### src/rtl/pmon_pkg.sv
package pmon_pkg;
  localparam int NCNT    = 3;
  localparam int IDX_EV0 = 0;
  localparam int IDX_EV1 = 1;
  localparam int IDX_CYC = 2;

  // control word bit positions
  localparam int CB_RUN   = 0;
  localparam int CB_CLREV = 1;
  localparam int CB_CLRCY = 2;
  localparam int CB_SLOW  = 3;
  localparam int CB_IE    = 4;   // 3 bits, counter index order
  localparam int CB_WRAP  = 8;   // 3 bits, counter index order
  localparam int CB_SEL0  = 12;
  localparam int CB_SEL1  = 20;
  localparam int SEL_W    = 8;

  // stored (non-strobe, non-flag, non-reserved) bits
  localparam logic [31:0] KEEP_MASK = 32'h0FFF_F079;

  typedef enum logic [1:0] {
    RA_CTRL = 2'd0,
    RA_CYC  = 2'd1,
    RA_EV0  = 2'd2,
    RA_EV1  = 2'd3
  } reg_adr_e;
endpackage

### src/rtl/pmon_evsel.sv
module pmon_evsel #(
  parameter int EVT_CODES = 23,
  parameter int SEL_W     = 8
) (
  input  logic                 clk,
  input  logic                 rst_n,
  input  logic [SEL_W-1:0]     sel,
  input  logic [EVT_CODES-1:0] evt,
  output logic                 hit
);
  always_comb begin
    hit = 1'b0;
    for (int i = 0; i < EVT_CODES; i++) begin
      if (sel == i[SEL_W-1:0]) hit = evt[i];
    end
  end

  // codes past the event vector never count
  p_nocode_r7: assert property (@(posedge clk) disable iff (!rst_n)
    (sel >= SEL_W'(EVT_CODES)) |-> !hit);
endmodule

### src/rtl/pmon_counter.sv
module pmon_counter #(
  parameter int W = 32
) (
  input  logic         clk,
  input  logic         rst_n,
  input  logic         clr,
  input  logic         load,
  input  logic [W-1:0] ld_val,
  input  logic         inc,
  output logic [W-1:0] q,
  output logic         wrap
);
  logic [W-1:0] q_n;
  logic         q_ce;

  always_comb begin
    q_ce = clr | load | inc;
    if (clr)       q_n = '0;
    else if (load) q_n = ld_val;
    else           q_n = q + 1'b1;
    wrap = inc & ~load & ~clr & (&q);
  end

  always_ff @(posedge clk or negedge rst_n) begin
    if (!rst_n)    q <= '0;
    else if (q_ce) q <= q_n;
  end

  // bus load wins over increment
  p_load_r12: assert property (@(posedge clk) disable iff (!rst_n)
    (load && !clr) |=> (q == $past(ld_val)));
  // nothing to do means no change
  p_hold_r2: assert property (@(posedge clk) disable iff (!rst_n)
    (!inc && !load && !clr) |=> $stable(q));
  // all-ones step lands on zero
  p_wrap_r8: assert property (@(posedge clk) disable iff (!rst_n)
    (inc && !load && !clr && (&q)) |=> (q == '0));
endmodule

### src/rtl/pmon_ctrl.sv
module pmon_ctrl
  import pmon_pkg::*;
#(
  parameter int DATA_W = 32
) (
  input  logic              clk,
  input  logic              rst_n,
  input  logic              wr,
  input  logic [DATA_W-1:0] wdata,
  input  logic [NCNT-1:0]   wrap,
  output logic              run,
  output logic              slow,
  output logic              clr_ev,
  output logic              clr_cy,
  output logic [NCNT-1:0]   ie,
  output logic [NCNT-1:0]   flags,
  output logic [SEL_W-1:0]  sel0,
  output logic [SEL_W-1:0]  sel1,
  output logic [DATA_W-1:0] word
);
  logic [DATA_W-1:0] keep_q, keep_n;
  logic [NCNT-1:0]   flags_n, wclr;

  always_comb begin
    keep_n  = wr ? (wdata & DATA_W'(KEEP_MASK)) : keep_q;
    wclr    = wr ? wdata[CB_WRAP +: NCNT] : '0;
    flags_n = (flags & ~wclr) | wrap;
    clr_ev  = wr & wdata[CB_CLREV];
    clr_cy  = wr & wdata[CB_CLRCY];
  end

  always_ff @(posedge clk or negedge rst_n) begin
    if (!rst_n) begin
      keep_q <= '0;
      flags  <= '0;
    end else begin
      if (wr) keep_q <= keep_n;
      flags <= flags_n;
    end
  end

  assign run  = keep_q[CB_RUN];
  assign slow = keep_q[CB_SLOW];
  assign ie   = keep_q[CB_IE +: NCNT];
  assign sel0 = keep_q[CB_SEL0 +: SEL_W];
  assign sel1 = keep_q[CB_SEL1 +: SEL_W];

  always_comb begin
    word = keep_q;
    word[CB_WRAP +: NCNT] = flags;
  end

  // a wrap always leaves its flag set, even against a clear
  p_flag_set_r9: assert property (@(posedge clk) disable iff (!rst_n)
    (|wrap) |=> ((flags & $past(wrap)) == $past(wrap)));
  // flags only drop through a control write
  p_flag_sticky_r8: assert property (@(posedge clk) disable iff (!rst_n)
    (!wr) |=> ((flags & $past(flags)) == $past(flags)));
endmodule

### src/rtl/pmon_unit.sv
module pmon_unit
  import pmon_pkg::*;
#(
  parameter int DATA_W    = 32,
  parameter int EVT_CODES = 23,
  parameter int DIV_LOG2  = 6
) (
  input  logic                 clk,
  input  logic                 rst_n,
  input  logic                 bus_we,
  input  logic [1:0]           bus_addr,
  input  logic [DATA_W-1:0]    bus_wdata,
  output logic [DATA_W-1:0]    bus_rdata,
  input  logic [EVT_CODES-1:0] evt_in,
  output logic                 irq
);
  localparam int NSEL = 2;

  logic              run, slow, clr_ev, clr_cy;
  logic [NCNT-1:0]   ie, flags, wrap_v, inc_v, clr_v, ld_v;
  logic [SEL_W-1:0]  sel0, sel1;
  logic [SEL_W-1:0]  sel_v [NSEL];
  logic [NSEL-1:0]   hit_v;
  logic [DATA_W-1:0] word;
  logic [DATA_W-1:0] cnt_q [NCNT];
  logic [DIV_LOG2-1:0] pre_q, pre_n;
  logic              pre_ce, tick;

  pmon_ctrl #(.DATA_W(DATA_W)) ctrl_i (
    .clk(clk), .rst_n(rst_n),
    .wr(bus_we && (bus_addr == RA_CTRL)), .wdata(bus_wdata), .wrap(wrap_v),
    .run(run), .slow(slow), .clr_ev(clr_ev), .clr_cy(clr_cy),
    .ie(ie), .flags(flags), .sel0(sel0), .sel1(sel1), .word(word)
  );

  assign sel_v[IDX_EV0] = sel0;
  assign sel_v[IDX_EV1] = sel1;

  // rate divider for the slow cycle count
  always_comb begin
    pre_ce = clr_cy | (run & slow);
    pre_n  = clr_cy ? '0 : pre_q + 1'b1;
    tick   = &pre_q;
  end

  always_ff @(posedge clk or negedge rst_n) begin
    if (!rst_n)      pre_q <= '0;
    else if (pre_ce) pre_q <= pre_n;
  end

  for (genvar k = 0; k < NCNT; k++) begin : g_cnt
    localparam logic [1:0] MY_ADR = (k == IDX_CYC) ? RA_CYC :
                                    (k == IDX_EV0) ? RA_EV0 : RA_EV1;
    if (k == IDX_CYC) begin : g_cyc
      assign inc_v[k] = run & (~slow | tick);
      assign clr_v[k] = clr_cy;
    end else begin : g_evt
      pmon_evsel #(.EVT_CODES(EVT_CODES), .SEL_W(SEL_W)) sel_i (
        .clk(clk), .rst_n(rst_n), .sel(sel_v[k]), .evt(evt_in), .hit(hit_v[k])
      );
      assign inc_v[k] = run & hit_v[k];
      assign clr_v[k] = clr_ev;
    end
    assign ld_v[k] = bus_we && (bus_addr == MY_ADR);

    pmon_counter #(.W(DATA_W)) cnt_i (
      .clk(clk), .rst_n(rst_n), .clr(clr_v[k]), .load(ld_v[k]),
      .ld_val(bus_wdata), .inc(inc_v[k]), .q(cnt_q[k]), .wrap(wrap_v[k])
    );
  end

  always_comb begin
    case (bus_addr)
      RA_CTRL: bus_rdata = word;
      RA_CYC:  bus_rdata = cnt_q[IDX_CYC];
      RA_EV0:  bus_rdata = cnt_q[IDX_EV0];
      default: bus_rdata = cnt_q[IDX_EV1];
    endcase
  end

  assign irq = |(flags & ie);

  // reserved control bits never read as one
  p_resv_r11: assert property (@(posedge clk) disable iff (!rst_n)
    (bus_addr == RA_CTRL) |-> (bus_rdata[7] == 1'b0 && bus_rdata[11] == 1'b0 &&
                               bus_rdata[31:28] == 4'h0));
  // a stopped monitor leaves the cycle counter alone unless written
  p_stopped_r2: assert property (@(posedge clk) disable iff (!rst_n)
    (!run && !bus_we) |=> $stable(cnt_q[IDX_CYC]));
endmodule

### config.mk
export PLATFORM = sky130hd
export DESIGN_NAME = pmon_unit
export DESIGN_NICKNAME = d
export VERILOG_FILES = /design/src/rtl/pmon_pkg.sv /design/src/rtl/pmon_evsel.sv /design/src/rtl/pmon_counter.sv /design/src/rtl/pmon_ctrl.sv /design/src/rtl/pmon_unit.sv
export SDC_FILE = /design/constraint.sdc
export NUM_CORES = 1
export LEC_CHECK = 0
export CAP_MARGIN = 20
export CORE_MARGIN = 1.5
export CORE_UTILIZATION = 40
export DETAILED_ROUTE_END_ITERATION = 8
export MAX_ROUTING_LAYER = met4
export PLACE_DENSITY = 0.6
export SETUP_SLACK_MARGIN = 0.5
export SLEW_MARGIN = 20
export SYNTH_ARGS = -nofsm -noshare
export SYNTH_HDL_FRONTEND = slang
export SYNTH_SLANG_ARGS = --single-unit
export TNS_END_PERCENT = 100
### constraint.sdc
create_clock -name clk -period 2.7 [get_ports clk]
set_input_delay 0.675 -clock clk [delete_from_list [all_inputs] [get_ports clk]]
set_output_delay 0.675 -clock clk [all_outputs]
set_load 0.03 [all_outputs]
======== Word-level counts from Yosys, hierarchy flattened ========
Cells that the tools add are included.
cells by class
  add/sub/neg operators ................... 4
  multipliers ............................. 0
  divide/modulo/power cells ............... 0
  $lt $le $gt $ge ......................... 0
  equal/unequal tests ..................... 47
  shift operators ......................... 0
  muxes and demuxes ....................... 55
  bitwise logic cells ..................... 33
  reductions and logical operators ........ 12
operators by type and width
  kind                                            count
  two-way mux 32 bit                              6
  == test 8 x 4 -> 1 bit (second input constant)  16
  == test 8 x 5 -> 1 bit (second input constant)  14
  adder 32 x 1 -> 32 bit (second input constant)  3
  one-hot mux 32 bit (3 select lines)             1
  AND reduction 32 bit                            3
  == test 8 x 3 -> 1 bit (second input constant)  8
  two-way mux 1 bit                               46
  == test 8 x 2 -> 1 bit (second input constant)  4
  == test 8 x 1 -> 1 bit (second input constant)  2
  zero test 8 bit                                 2
  AND 1 bit                                       15
  OR 1 bit                                        8
  adder 6 x 1 -> 6 bit (second input constant)    1
  AND 3 bit                                       2
  two-way mux 6 bit                               1
  NOT 1 bit                                       6
  AND reduction 6 bit                             1
  == test 2 bit (second input constant)           2
  logical AND 1 bit                               4
  two-way mux 3 bit                               1
  NOT 3 bit                                       1
  OR 3 bit                                        1
  OR reduction 3 bit                              1
  2 further kinds                                 2
word-level totals
  register bits ........................... 126
  bits in latches ......................... 0
  RAM bits ................................ 0
  bits in read-only memories .............. 0
  logic and storage cells ................. 157
  memories kept ........................... 0

======== Longest topological paths before layout ========
  depth in word-level cells ............... 29
  mapped depth ............................ 11
  gate-level depth less buffers ........... 8

======== Hierarchy ========
A second synthesis with hierarchy kept.
second synthesis, totals
  cells, all modules ...................... 988
  area, all modules ....................... 9323.9 um^2
by module, submodules not included
  module        instances  cells each  area an instance (um^2)  sequential area each (um^2)
  pmon_counter  3          236         2038.2                   800.8
  pmon_ctrl     1          89          1226.2                   600.6
  pmon_unit     1          81          1167.4                   150.1
  pmon_evsel    2          55          407.9                    0.0

======== Worst setup path before layout ========
OpenSTA, ideal clock, no wires.
  path type ............................... input to output
  start ................................... input port bus_addr[1]
  end ..................................... output port bus_rdata[14]
  arrival ................................. 2239 ps
  data required time ...................... 2025 ps
  path slack .............................. -214 ps
  stages .................................. 4
  buffers on the path ..................... 3
  path through ............................ clkbuf_1 > buf_1 > buf_1 > mux4_2
between the ends
  word-level cells in the longest chain between the ends .. 2
RTL lines
  what                                   RTL line         text
  start: declaration                     pmon_unit.sv:11  input logic [1:0] bus_addr,
  == test 2 bit (tied with other cells)  pmon_unit.sv:73  case (bus_addr)
  one-hot mux 32 bit (3 select lines) *  pmon_unit.sv:73
  end: declaration                       pmon_unit.sv:13  output logic [DATA_W-1:0] bus_rdata,
Every way passes the cells marked *; elsewhere a longest branch is shown, timed or not.

======== Final worst setup path ========
  start ................................... register ctrl_i.keep_q[21]
  end ..................................... register g_cnt[1].cnt_i.q[11]
between the ends
  word-level cells in the longest chain between the ends .. 26
RTL lines
  what                             RTL line            text
  start: declaration               pmon_ctrl.sv:21     logic [DATA_W-1:0] keep_q, keep_n;
  start signal: assignment         pmon_ctrl.sv:37     if (wr) keep_q <= keep_n;
  zero test 8 bit                  pmon_evsel.sv:14    if (sel == i[SEL_W-1:0]) hit = evt[i];
  two-way mux 1 bit (22 in a row)  pmon_evsel.sv:14
  two-way mux 1 bit *              pmon_evsel.sv:14
  AND 1 bit *                      pmon_unit.sv:61     assign inc_v[k] = run & hit_v[k];
  OR 1 bit *                       pmon_counter.sv:17  q_ce = clr | load | inc;
  end signal: assignment           pmon_counter.sv:26  else if (q_ce) q <= q_n;
  end: declaration                 pmon_counter.sv:10  output logic [W-1:0] q,
Marked as above.
A chain may end at the register's enable or synchronous reset.

==> summary.md <==
| Metric | Value |
|---|---|
| Status | completed |
| Final WS setup | roughly 0.052 ns |
| Vias per cell | 6.27 |
| Wirelength, routed | 34700 µm |
| PwrDens | 600 mW/mm² |
| Gr usage total | 0.324 |
| Max stage delay on crit path | 0.55 ns |
| Top cells by count, synth | 126 x dfrtp_1, 82 x o21ai_0, 81 x a21oi_1 |
| DP Cell Count | 1316 |
| Grt total ovfl | 0 |
| #FFs+latches synth | 126 |
| Worst endpoint data arrival time | 2.94 ns |
| First-pass GRT wire length | 52100 µm |
| R2r setup slk | 0.05 ns |
| Die X | 150 µm |
| Post-synth EDFFs | 0 |
| FF/Latch Area | 0.00317 mm² |
| Top post-synthesis cells by area | dfrtp_1 37%, mux4_2 7.3%, xor2_1 4.9% |
| Min Tclk post-route | roughly 2.6 ns |
| Fmax achieved | 0.378 GHz |
| DIE AREA | 0.0224 mm² |
| DRT Pass-1 Iters | 5 |
| Filler cells | 1695 |
| Yosys top cell area share | 0.367 |
| Ys Warns | 0 |
| Die Ht | 150 µm |
| Max VDD drop | ~0.0006 V |
| Crit path top cell by count | buf_12 |
| Cell taking the most area after synthesis | dfrtp_1 |
| CP Buf/Inv Count | 3 |
| Post-synth top flop | dfrtp_1 |
| Cell chosen for the clock root | clkbuf_16 |
| Area grow syn2layout | 53.0% |
| Busiest grt layer | met2 |
| CTS tree | yes |
| HPWL Detailed | about 23000 µm |
| Post-Syn Nets | 996 |
| Post-synthesis async set-or-reset flop share | 1.00 |
| Max_slew headroom | 0.597 |
| Initial antenna violation count | 0 |
| FP Rows | 53 |
| Final setup vio count | 0 |
| Syn Inst Count | 932 |
| Area occupied by multi-input gates | about 0.006 mm² |
| Unique cell type count in the Yosys netlist | 65 |
| TritonCTS sink count | between 100 and 150 |
| Final Power | 7.88 mW |
| Critical path required time | 2.99 ns |
| M2 GR Usage | 0.495 |
| CP max FO | 6 |
| WHS | 0.192 ns |
| Clock latency on the worst-skew pair | 0.42 ns |
| Unrepaired setup endpoints after global routing | true |
| Fin crit share | 0.981 |
| Share of cells above drive strength 1 | 0.364 |
| Hold Path Class | primary input to async pin |
| Largest net degree at the start of global routing | 66 |
| WL/cell | 24.2 µm |
| Fin nets | ~1200 |
| Setup WS pre-CTS | -0.369 ns |
| Clock transition at path regs | 0.06 ns |
| Slowest-stage cell, CP | or4_4 |
| Via Count | approximately 9000 |
| Critical path class | flip-flop to flip-flop |
| GRT met3 Usage | 0.0662 |
| Met1 usage | 0.404 |
| CP cell instances | or4_4 > o311ai_4 > a211oi_2 > o221a_2 > or4b_4 > nand3_4 > buf_12 > buf_12 > buf_16 > o21ai_1 |
| Clock buffer depth | 2 |
| Top Family by Delay on Critical Path | simple AND/OR/NAND/NOR gates |
| H-tree lvl count | 4 |
| Cell with the most instances after synthesis | dfrtp_1 |
| Vias in the first global route | 8762 |
| Final hold vios | 0 |
| Top-Level Pins | 93 |
| Antenna viol nets, final | 0 |
| Initial DRC count | 802 |
| Final Max Tran Viols | 0 |
| Lkg Pwr | around 5 nW |
| Syn avg cell area | just over 9 µm² |
| Max-capacitance violation count | 0 |
| Residual DRC | 0 |
| CTS Buf Count | 17 |
| Core area | 0.0210 mm² |
| Placer Congestion | between 0.9 and 1 |
| Non-filler instance count after layout | approximately 1400 |
| Worst Setup End Kind | flip-flop |
| Initial core utilization | 0.409 |
| Antenna fix cells | 0 |
| Slew @ Worst Pin | 0.604 ns |
| Mapped Area | 0.00859 mm² |
| Clock skew | 0.00952 ns |
| Seq/Total Area, Yosys | 0.367 |
| I/O Buffers | 92 |
| Worst Setup Start Kind | flip-flop |
## cell families (layout without fill, tap and decap cells)
kind of cell,count (synthesis),count (layout),synth area share
AO/OA/AOI/OAI,269,269,0.200
XOR/XNOR,62,62,0.0632
adder cells (fa/ha/maj),4,4,0.00583
buffers and inverters,90,314,0.0444
flip-flops,126,126,0.367
multiplexers,69,69,0.126
AND/OR/NAND/NOR,312,312,0.194
## registers in the layout, summed over array words and instances, names as in the netlist
| register | cells |
|---|---|
| g_cnt.cnt_i.q | 96 |
| ctrl_i.keep_q | 21 |
| pre_q | 6 |
| ctrl_i.flags | 3 |
## final timing paths
path | startpoint | endpoint | cells past startpoint
max | ctrl_i.keep_q[21] | g_cnt[1].cnt_i.q[11] | 10
min | rst_n | g_cnt[2].cnt_i.q[23] | 1
max reg2reg | ctrl_i.keep_q[21] | g_cnt[1].cnt_i.q[11] | 10
min reg2reg | ctrl_i.keep_q[25] | ctrl_i.keep_q[25] | 1
max in group asynchronous | rst_n | g_cnt[0].cnt_i.q[13] | 2
min in group clk | ctrl_i.keep_q[25] | ctrl_i.keep_q[25] | 1
## placed cells by master (no fill, tap or decap), types with 17 or more instances in the layout
cell | netlist | layout
a21oi_1 | 81 | 77
and3_1 | 30 | 26
buf_12 | 0 | 35
buf_4 | 1 | 101
buf_6 | 2 | 62
clkbuf_16 | 0 | 17
clkdlybuf4s50_1 | 0 | 37
dfrtp_1 | 126 | 113
dlygate4sd2_1 | 0 | 17
mux2_2 | 32 | 26
mux4_2 | 28 | 28
nand2_1 | 76 | 74
nand3_1 | 39 | 35
nand4_1 | 18 | 18
nor2_1 | 35 | 32
nor3_1 | 35 | 32
o21ai_0 | 82 | 57
o311ai_4 | 0 | 23
xor2_1 | 48 | 48
## where the power goes
group	leakage [nW]	switching (mW)	internal (mW)	total, mW
Combinational	3.29	1.38	1.42	2.80
Clock	0.286	0.915	1.45	2.37
Sequential	1.54	0.476	2.24	2.72
## layer usage
layer | share of wire | wire length, µm
met1 | 0.40 | 13800
met2 | 0.47 | 16200
met3 | 0.084 | 2920
met4 | 0.052 | 1800
met5 | 0 | 0
## stage by stage
| step | util | TNS [ns] | area [µm²] |
|---|---|---|---|
| detailed placement | 0.515 | -17.19 | 10800 |
| floorplan | - | 0 | 9190 |
| global placement | 0.515 | -16.11 | 10800 |
| finish | 0.625 | 0 | 13100 |
| global route | 0.625 | -0.0164 | 13100 |
| CTS | 0.608 | 0 | 12800 |
## repair_timing
action                     CTS  global route
pin swaps                   71            83
setup buffers               55            19
setup endpoints to repair  101           117
cloned                      10             0
hold buffers                 0             0
resized for setup          216            54
## layout make-up
| type | instances | area share |
|---|---|---|
| tap | 275 | 0.0262 |
| clock buffer | 18 | 0.0327 |
| multi-input combinational | 716 | 0.452 |
| inverter | 14 | 0.00400 |
| timing repair buffer | 269 | 0.231 |
| sequential | 126 | 0.241 |
| clock inverter | 13 | 0.0128 |
Note: power is estimated with default switching activity, not from simulation.
